$ cat config.mk
export PLATFORM = sky130hd
export DESIGN_NAME = irq_router_top
export DESIGN_NICKNAME = d
export VERILOG_FILES = /design/src/rtl/irq_router_pkg.sv /design/src/rtl/irq_router_dec.sv /design/src/rtl/irq_router_cfg.sv /design/src/rtl/irq_router_fanout.sv /design/src/rtl/irq_router_top.sv
export SDC_FILE = /design/constraint.sdc
export NUM_CORES = 1
export LEC_CHECK = 0
export CELL_PAD_IN_SITES_DETAIL_PLACEMENT = 1
export CELL_PAD_IN_SITES_GLOBAL_PLACEMENT = 2
export CORE_UTILIZATION = 37
export DETAILED_ROUTE_END_ITERATION = 8
export DONT_BUFFER_PORTS = 1
export GPL_TIMING_DRIVEN = 0
export PLACE_DENSITY = 0.82
export SYNTH_ARGS = -nofsm -noshare
export SYNTH_HDL_FRONTEND = slang
export SYNTH_SLANG_ARGS = --single-unit
export TNS_END_PERCENT = 10
$ cat constraint.sdc
create_clock -name clk -period 2.7 [get_ports clk]
set_clock_uncertainty 0.1 [all_clocks]
set_input_delay 0.54 -clock clk [delete_from_list [all_inputs] [get_ports clk]]
set_output_delay 0.54 -clock clk [all_outputs]
set_load 0.05 [all_outputs]
$ cat src/rtl/irq_router_pkg.sv
// Package: shared offsets and access classes for the interrupt router.
// Assumes an 8-bit or wider byte offset and at most 32 requests.
package irq_router_pkg;

    localparam int unsigned OFS_PEND    = 'h20;
    localparam int unsigned OFS_EN      = 'h24;
    localparam int unsigned OFS_EN_SET  = 'h28;
    localparam int unsigned OFS_EN_CLR  = 'h2C;
    localparam int unsigned OFS_CORE    = 'h40;
    localparam int unsigned CORE_STRIDE = 8;

    typedef enum logic [2:0] {
        ACC_NONE,
        ACC_ROUTE,
        ACC_PEND,
        ACC_EN,
        ACC_EN_SET,
        ACC_EN_CLR,
        ACC_CORE
    } acc_kind_e;

endpackage

$ cat src/rtl/irq_router_dec.sv
// Address decoder: classifies a bus access by offset and size.
// Assumes NUM_SRC <= OFS_PEND and that the core windows fit in ADDR_W bits.
module irq_router_dec
    import irq_router_pkg::*;
#(
    parameter int unsigned ADDR_W   = 8,
    parameter int unsigned NUM_SRC  = 32,
    parameter int unsigned NUM_CORE = 4,
    localparam int unsigned CIDX_W  = $clog2(NUM_CORE)
) (
    input  logic [ADDR_W-1:0] addr,
    input  logic              word,
    output acc_kind_e         kind,
    output logic [CIDX_W-1:0] core_sel
);

    localparam logic [ADDR_W-1:0] A_ROUTE_END = ADDR_W'(NUM_SRC);
    localparam logic [ADDR_W-1:0] A_PEND      = ADDR_W'(OFS_PEND);
    localparam logic [ADDR_W-1:0] A_EN        = ADDR_W'(OFS_EN);
    localparam logic [ADDR_W-1:0] A_EN_SET    = ADDR_W'(OFS_EN_SET);
    localparam logic [ADDR_W-1:0] A_EN_CLR    = ADDR_W'(OFS_EN_CLR);
    localparam logic [ADDR_W-1:0] A_CORE      = ADDR_W'(OFS_CORE);
    localparam logic [ADDR_W-1:0] A_CORE_END  = ADDR_W'(OFS_CORE + CORE_STRIDE * NUM_CORE);

    // Classify the access; anything unrecognised becomes ACC_NONE.
    always_comb begin
        kind     = ACC_NONE;
        core_sel = '0;
        if (!word) begin
            if (addr < A_ROUTE_END) kind = ACC_ROUTE;
        end else if (addr[1:0] == 2'b00) begin
            if (addr >= A_CORE && addr < A_CORE_END) begin
                if (addr[2] == 1'b0) begin
                    kind     = ACC_CORE;
                    core_sel = CIDX_W'((addr - A_CORE) >> 3);
                end
            end else begin
                case (addr)
                    A_PEND:   kind = ACC_PEND;
                    A_EN:     kind = ACC_EN;
                    A_EN_SET: kind = ACC_EN_SET;
                    A_EN_CLR: kind = ACC_EN_CLR;
                    default:  kind = ACC_NONE;
                endcase
            end
        end
    end

endmodule

$ cat src/rtl/irq_router_cfg.sv
// Configuration store: one routing byte per request plus the enable mask.
// Assumes the decoder has already rejected bad sizes and alignments.
module irq_router_cfg
    import irq_router_pkg::*;
#(
    parameter int unsigned NUM_SRC  = 32,
    parameter int unsigned ROUTE_W  = 8,
    localparam int unsigned SIDX_W  = $clog2(NUM_SRC)
) (
    input  logic                            clk,
    input  logic                            rst_n,
    input  logic                            we,
    input  acc_kind_e                       kind,
    input  logic [SIDX_W-1:0]               sidx,
    input  logic [NUM_SRC-1:0]              wdata,
    output logic [NUM_SRC-1:0][ROUTE_W-1:0] route_q,
    output logic [NUM_SRC-1:0]              en_q
);

    // One routing register per request, loaded by a byte write to its offset.
    for (genvar g = 0; g < NUM_SRC; g++) begin : g_route
        always_ff @(posedge clk) begin
            if (!rst_n)
                route_q[g] <= '0;
            else if (we && kind == ACC_ROUTE && sidx == SIDX_W'(g))
                route_q[g] <= wdata[ROUTE_W-1:0];
        end
    end

    // Enable mask with separate write-one-to-set and write-one-to-clear paths.
    always_ff @(posedge clk) begin
        if (!rst_n) begin
            en_q <= '0;
        end else if (we) begin
            case (kind)
                ACC_EN_SET: en_q <= en_q | wdata;
                ACC_EN_CLR: en_q <= en_q & ~wdata;
                default:    en_q <= en_q;
            endcase
        end
    end

endmodule

$ cat src/rtl/irq_router_fanout.sv
// Fan-out: masks requests, builds per-core and per-line pending vectors and
// registers the core x line outputs. Assumes route bits [NUM_CORE-1:0] are
// cores and the next NUM_LINE bits are lines.
module irq_router_fanout #(
    parameter int unsigned NUM_SRC  = 32,
    parameter int unsigned NUM_CORE = 4,
    parameter int unsigned NUM_LINE = 4,
    localparam int unsigned ROUTE_W = NUM_CORE + NUM_LINE,
    localparam int unsigned NUM_OUT = NUM_CORE * NUM_LINE
) (
    input  logic                             clk,
    input  logic                             rst_n,
    input  logic [NUM_SRC-1:0]               irq_in,
    input  logic [NUM_SRC-1:0]               en_q,
    input  logic [NUM_SRC-1:0][ROUTE_W-1:0]  route_q,
    output logic [NUM_SRC-1:0]               pend,
    output logic [NUM_CORE-1:0][NUM_SRC-1:0] core_vec,
    output logic [NUM_OUT-1:0]               irq_out
);

    logic [NUM_LINE-1:0][NUM_SRC-1:0] line_vec;
    logic [NUM_OUT-1:0]               out_d;

    assign pend = irq_in & en_q;

    for (genvar i = 0; i < NUM_SRC; i++) begin : g_src
        for (genvar c = 0; c < NUM_CORE; c++) begin : g_core
            assign core_vec[c][i] = pend[i] & route_q[i][c];
        end
        for (genvar l = 0; l < NUM_LINE; l++) begin : g_line
            assign line_vec[l][i] = pend[i] & route_q[i][NUM_CORE + l];
        end
    end

    for (genvar c = 0; c < NUM_CORE; c++) begin : g_oc
        for (genvar l = 0; l < NUM_LINE; l++) begin : g_ol
            assign out_d[c * NUM_LINE + l] = (|core_vec[c]) & (|line_vec[l]);
        end
    end

    // Register the outputs so they leave the block glitch-free.
    always_ff @(posedge clk) begin
        if (!rst_n) irq_out <= '0;
        else        irq_out <= out_d;
    end

endmodule

$ cat src/rtl/irq_router_top.sv
// Top: multi-core level interrupt router with a byte/word register bus.
// Read data is combinational from address and size; writes land on clk.
module irq_router_top
    import irq_router_pkg::*;
#(
    parameter int unsigned NUM_SRC  = 32,
    parameter int unsigned NUM_CORE = 4,
    parameter int unsigned NUM_LINE = 4,
    parameter int unsigned ADDR_W   = 8,
    localparam int unsigned ROUTE_W = NUM_CORE + NUM_LINE,
    localparam int unsigned NUM_OUT = NUM_CORE * NUM_LINE,
    localparam int unsigned SIDX_W  = $clog2(NUM_SRC),
    localparam int unsigned CIDX_W  = $clog2(NUM_CORE)
) (
    input  logic               clk,
    input  logic               rst_n,
    input  logic [NUM_SRC-1:0] irq_in,
    input  logic [ADDR_W-1:0]  bus_addr,
    input  logic               bus_word,
    input  logic               bus_we,
    input  logic [NUM_SRC-1:0] bus_wdata,
    output logic [NUM_SRC-1:0] bus_rdata,
    output logic [NUM_OUT-1:0] irq_out
);

    acc_kind_e                        kind;
    logic [CIDX_W-1:0]                core_sel;
    logic [SIDX_W-1:0]                sidx;
    logic [NUM_SRC-1:0][ROUTE_W-1:0]  route_q;
    logic [NUM_SRC-1:0]               en_q;
    logic [NUM_SRC-1:0]               pend;
    logic [NUM_CORE-1:0][NUM_SRC-1:0] core_vec;

    assign sidx = bus_addr[SIDX_W-1:0];

    irq_router_dec #(
        .ADDR_W(ADDR_W), .NUM_SRC(NUM_SRC), .NUM_CORE(NUM_CORE)
    ) u_dec (
        .addr(bus_addr), .word(bus_word), .kind(kind), .core_sel(core_sel)
    );

    irq_router_cfg #(
        .NUM_SRC(NUM_SRC), .ROUTE_W(ROUTE_W)
    ) u_cfg (
        .clk(clk), .rst_n(rst_n), .we(bus_we), .kind(kind), .sidx(sidx),
        .wdata(bus_wdata), .route_q(route_q), .en_q(en_q)
    );

    irq_router_fanout #(
        .NUM_SRC(NUM_SRC), .NUM_CORE(NUM_CORE), .NUM_LINE(NUM_LINE)
    ) u_fan (
        .clk(clk), .rst_n(rst_n), .irq_in(irq_in), .en_q(en_q),
        .route_q(route_q), .pend(pend), .core_vec(core_vec), .irq_out(irq_out)
    );

    // Read multiplexer; set/clear registers and rejected accesses read zero.
    always_comb begin
        bus_rdata = '0;
        case (kind)
            ACC_ROUTE: bus_rdata[ROUTE_W-1:0] = route_q[sidx];
            ACC_PEND:  bus_rdata = pend;
            ACC_EN:    bus_rdata = en_q;
            ACC_CORE:  bus_rdata = core_vec[core_sel];
            default:   bus_rdata = '0;
        endcase
    end

endmodule

=== After elaboration in Yosys (flattened, before gate mapping) ===
Cells that the tools add are included.

* Input port bits: 76
* Output and inout bits: 48
* Bits in registers: 304
* Word-level logic and storage cells: 420

* Add/subtract/negate cells: 1
* Reduce and logical (&&, ||, !) cells: 46
* Multiplexer cells: 17
* $lt $le $gt $ge: 5
* Bitwise gates (word level): 276
* Equal/unequal tests: 41

{| class="wikitable"
|+ Operators with widths
! operator !! number
|-
| 1-bit bitwise AND || 272
|-
| 32-bit OR reduction || 8
|-
| 5-bit == test (second input constant) || 16
|-
| 24-bit one-hot mux with 3 select lines || 1
|-
| 32-bit bitwise AND || 2
|-
| 32-bit binary-select mux with 2-bit select || 1
|-
| 32-bit one-hot mux with 2 select lines || 1
|-
| 8-bit binary-select mux with 5-bit select || 1
|-
| 5-bit by 4-bit == test with 1-bit output (second input constant) || 8
|-
| 1-bit logical AND || 34
|-
| 8-bit by 6-bit == test with 1-bit output (second input constant) || 4
|-
| 32-bit two-way mux || 1
|-
| 32-bit NOT || 1
|-
| 32-bit OR || 1
|-
| 8-bit one-hot mux with 4 select lines || 1
|-
| 5-bit by 3-bit == test with 1-bit output (second input constant) || 4
|-
| 3-bit two-way mux || 4
|-
| 3-bit one-hot mux with 4 select lines || 1
|-
| 5-bit by 2-bit == test with 1-bit output (second input constant) || 2
|-
| 3-bit == test (second input constant) || 3
|-
| 8-bit by 7-bit greater-or-equal comparator with 1-bit output (second input constant) || 1
|-
| 8-bit by 6-bit less-than comparator with 1-bit output (second input constant) || 1
|-
| 8-bit by 7-bit less-than comparator with 1-bit output (second input constant) || 1
|-
| 2-bit two-way mux || 4
|-
| other kinds (12) || 13
|}

=== Longest topological paths before layout ===
* Depth in word-level cells: 8
* Mapped depth: 9
* Mapped depth without buffers: 5

=== By module ===
A second synthesis with hierarchy kept.

* Cell total of the unflattened synthesis: 1781
* Area, all modules: 17305.3 sq um

{| class="wikitable"
|+ Modules (own cells, without submodules)
! module !! times used !! cells an instance !! seq. area each (sq um) !! area an instance (sq um)
|-
| irq_router_cfg || 1 || 1011 || 5765.5 || 10697.8
|-
| irq_router_top || 1 || 404 || 0.0 || 3973.8
|-
| irq_router_fanout || 1 || 352 || 320.3 || 2521.2
|-
| irq_router_dec || 1 || 14 || 0.0 || 112.6
|}

=== Least setup slack after synthesis ===
No wires, ideal clock.

* Kind: input-to-output
* From: input bus_addr[3]
* To: output bus_rdata[4]
* Required time: 2.060 ns
* Setup slack: -1.453 ns
* Arrival time: 3.513 ns
* Path buffers: 4
* Stages on the path: 8
* Cell sequence: buf_2 -> nor2b_1 -> buf_2 -> and4_1 -> buf_4 -> buf_4 -> mux2i_1 -> o311ai_0

* Cells in the longest elaborated chain, start to end: 8
* Elaborated cells on any way between the ends: 27
* Classes of those cells: add/sub: 1; order compare: 3; eq/ne: 8; mux: 14; reduce/logical: 1

{| class="wikitable"
|+ RTL lines
! item !! line !! RTL
|-
| start: declaration || irq_router_top.sv:18 || <nowiki>input logic [ADDR_W-1:0] bus_addr,</nowiki>
|-
| 8-bit by 7-bit greater-or-equal comparator with 1-bit output, or another cell as far along || irq_router_dec.sv:32 || <nowiki>if (addr >= A_CORE && addr < A_CORE_END) begin</nowiki>
|-
| 1-bit logical AND / 2-bit two-way mux (equally long branches) || irq_router_dec.sv:32, irq_router_dec.sv:33 ||
|-
| 2-bit two-way mux || irq_router_dec.sv:32 ||
|-
| 2-bit two-way mux || irq_router_dec.sv:31 || <nowiki>end else if (addr[1:0] == 2'b00) begin</nowiki>
|-
| 2-bit two-way mux || irq_router_dec.sv:29 || <nowiki>if (!word) begin</nowiki>
|-
| 32-bit binary-select mux with 2-bit select || irq_router_top.sv:63 || <nowiki>ACC_CORE: bus_rdata = core_vec[core_sel];</nowiki>
|-
| 32-bit two-way mux (not written as such) || irq_router_top.sv:63 ||
|-
| 8-bit one-hot mux with 4 select lines * || irq_router_top.sv:59 || <nowiki>case (kind)</nowiki>
|-
| end: declaration || irq_router_top.sv:22 || <nowiki>output logic [NUM_SRC-1:0] bus_rdata,</nowiki>
|}

Every way passes the cells marked *; elsewhere a longest branch is shown, timed or not. The select of a mux whose other input is x is not followed.

=== Worst setup path after layout ===
* From: input bus_addr[2]
* To: output bus_rdata[3]

The elaborated chain is that of the path after synthesis.

==> summary.md <==
| Metric | Value |
|---|---|
| Synthesized instance count | 1932 |
| Area Overhead vs Synth | 20.89% |
| Critical Path Fanout Max | 10 |
| Fin. Hold Viols | 0 |
| Site Rows | 79 |
| Worst min-delay path class | in2reg |
| Synthesized cell area | 17480 um2 |
| Worst reg2reg path endpoint | u_fan.irq_out[13] |
| Syn avg cell area | 9.048 um2 |
| Clock-pin slew on the worst setup and hold paths | 70 ps |
| Commonest non-fill, non-tap cell in the layout | dfxtp_1 |
| Core area | 46560 um2 |
| Die X | 219.4 um |
| Post-route setup slack | -575.1 ps |
| CP Class | in2out |
| Grt total ovfl | 0 |
| Clk pwr share | 0.505 |
| Sequential power share | 0.411 |
| WHS | 26.39 ps |
| Distinct cell type count after synthesis | 64 |
| Mux share of post-synthesis cell area | 0.1998 |
| Clock Sinks | 304 |
| Int Pwr | 8.073 mW |
| Routed Antenna Nets | 0 |
| Top cell type by total area after synthesis | dfxtp_1 |
| Placement-stage cell area | 18320 um2 |
| Tcrit/Tclk final | 1.213 |
| Syn nets | 2008 |
| Htree depth | 2 |
| Hold-fix buffers, CTS | 0 |
| Req. time, crit path | 2060 ps |
| Share of cells above drive strength 1 | 0.2014 |
| # DRC | 0 |
| Largest net degree at the start of global routing | 15 |
| Sw Ratio | 0.2614 |
| Synth Area in XOR/XNOR | 0 |
| Slew @ Worst Pin | 1559 ps |
| Arr. time, crit path | 2640 ps |
| Clock tree buffer depth | 3 |
| Compound-gate portion of the synthesized area | 0.1556 |
| Pleak | 6.981 nW |
| Failing checks | capacitance limit, slew limit, setup timing |
| Most used DFF post-synth | dfxtp_1 |
| Comb power frac | 0.084 |
| Ranking of synthesized cells by area | dfxtp_1 35%, mux2i_1 12%, mux4_2 7.7%, nand3_1 7.7%, a21boi_0 5.2% |
| Hold path depth | 2 |
| DR iter-0 viols | 2115 |
| Total power | 10.93 mW |
| I/O pins | 124 |
| Slew HR | -0.03936 |
| Filler cells | 5237 |
| Ys Warns | 0 |
| Routed wire length | 114600 um |
| Hold path startpoint | bus_wdata[14] |
| Overall Global Routing Usage | 0.4715 |
| Multi-input logic area | 10990 um2 |
| Vias in the first global route | 17970 |
| #FFs+latches synth | 304 |
| Latest clock arrival within the worst-skew pair | 570 ps |
| CTS tree | done |
| Max-cap viol count | 1 |
| Die height | 219.4 um |
| Synth async-reset ratio | 0 |
| Vias/cell | 6.860 |
| Register area | 6128 um2 |
| IR drop worst, VDD | 0.5360 mV |
| Final core occ | 0.4539 |
| R2R cell count | 6 |
| Flop2flop setup slack | -30 ps |
| NumNets Final | 2098 |
| Final Slew Violations | 11 |
| Gpl congestion | 1.053 |
| Post-route cell area | 21130 um2 |
| Global-route wire length before repair | 152400 um |
| Combinational family with the most area after synthesis | simple AND/OR/NAND/NOR gates |
| Min cycle time layout | 3275 ps |
| Pre-antenna DRT Iters | 5 |
| WL per Instance | 43.06 um |
| Post-synthesis simple-gate area fraction | 0.2438 |
| Dpl hpwl | 86720 um |
| Synth Area in Adders | 0 |
| PD cells | 517.2 nW/um2 |
| RSZ-0062 raised after global routing | yes |
| EDFF count, synth | 0 |
| Status | finished, violations left |
| F_max | 0.3053 GHz |
| Sequential fraction of the synthesis area | 0.3481 |
| CP Capture Type | output pin |
| CTS Buf Count | 37 |
| NetSw | 2.857 mW |
| I/O Buffers | 0 |
| Initial Util | 0.3755 |
| Antenna violations before repair | 9 |
| Die area | 48120 um2 |
| Critical path launch point type | input port |
| Vias | 18260 |
| Synth top area share | 0.3481 |
| Final setup viols | 37 |
| Most frequent cells in the layout | 274 x dfxtp_1, 266 x nand3_1, 222 x nand2_1 |
| Root Buffer | clkbuf_16 |
[stage by stage]
stage / setup slack, ps / TNS (ps) / std cells
after floorplan: -407.6 / -4320 / 1932
after global placement: -1911 / -104160 / 2539
after detailed placement: -1934 / -112870 / 2539
after CTS: -519.6 / -9855 / 2646
after global routing: -561.8 / -9719 / 2659
final: -575.1 / -9688 / 2662
[area by class of cell]
class,instances,area share
multi-input combinational,1416,0.5201
sequential,304,0.2900
buffer,202,0.06394
clock buffer,49,0.05080
tap,607,0.03594
timing repair buffer,55,0.02528
clock inverter,19,0.01208
inverter,6,0.001421
antenna,4,0.0004737
[cell families (layout without fill, tap and decap cells)]
logic type	Yosys count	after routing
DFF	304	304
and+or+nand+nor	793	793
other	0	4
buffers and inverters	212	331
AOI/OAI and AO/OA	350	350
muxes	273	273
[power by group through the flow]
stage	combinational (mW)	sequential, mW	clock, mW
3_3_place_gp	0.730	4.59	0
4_1_cts	0.839	4.49	5.51
5_1_grt	0.910	4.49	5.70
2_1_floorplan	0.404	4.59	0
6_report	0.917	4.49	5.52
3_5_place_dp	0.735	4.59	0
[synthesized netlist by cell type, types with 4 or more instances]
cell type  number
o211ai_1        8
a2111oi_0       4
mux2i_1       205
nor2_1         12
o311ai_0        4
o41a_1          4
nor2_8         12
a21boi_0      122
buf_2          51
nand2_1       224
dfxtp_1       304
and2_1         27
o22ai_1        20
a21oi_1        11
mux2_2          8
or3_1           6
clkbuf_1      128
nor2b_1       134
a31oi_1        20
buf_6           4
and3_1         32
nand4_1        38
o221a_2        18
o221ai_1        4
or4_1           6
a22oi_1        16
buf_1          15
nand3_1       269
o21ai_0         7
nor3_1          4
mux4_2         60
buf_4           8
a21boi_1       38
and4_1          4
a32oi_1        50
nor2_2          4
[worst max path at each step]
stage | from | endpoint | depth (start not counted)
after CTS | bus_addr[3] | bus_rdata[3] | 9
after floorplan | bus_addr[2] | bus_rdata[3] | 9
final | bus_addr[2] | bus_rdata[3] | 8
after global routing | bus_addr[1] | bus_rdata[3] | 7
after detailed placement | bus_addr[4] | bus_rdata[3] | 7
after global placement | bus_addr[4] | bus_rdata[3] | 7
[timing repair]
action / 4_1_cts / 5_1_grt
gates resized for setup: 208 / 68
cloned: 2 / 1
setup buffers: 39 / 13
pin swaps: 21 / 21
setup endpoints to repair: 80 / 40
[worst max-delay path, stage by stage]
cell       delay (ps)
clkbuf_16         150
buf_4             130
buf_4             250
clkbuf_4          360
mux2i_2           330
o2111ai_4         220
nand2_1           140
o211ai_1          500
[routing by layer]
metal  vias up  track usage  wire (um)
li1       7300            -          -
met5         -            0         46
met3       435       0.1308      11990
met4         6       0.3674      10980
met1      9235       0.5704      43540
met2      1284       0.7042      48080
Power figures use the tool's default switching activity.
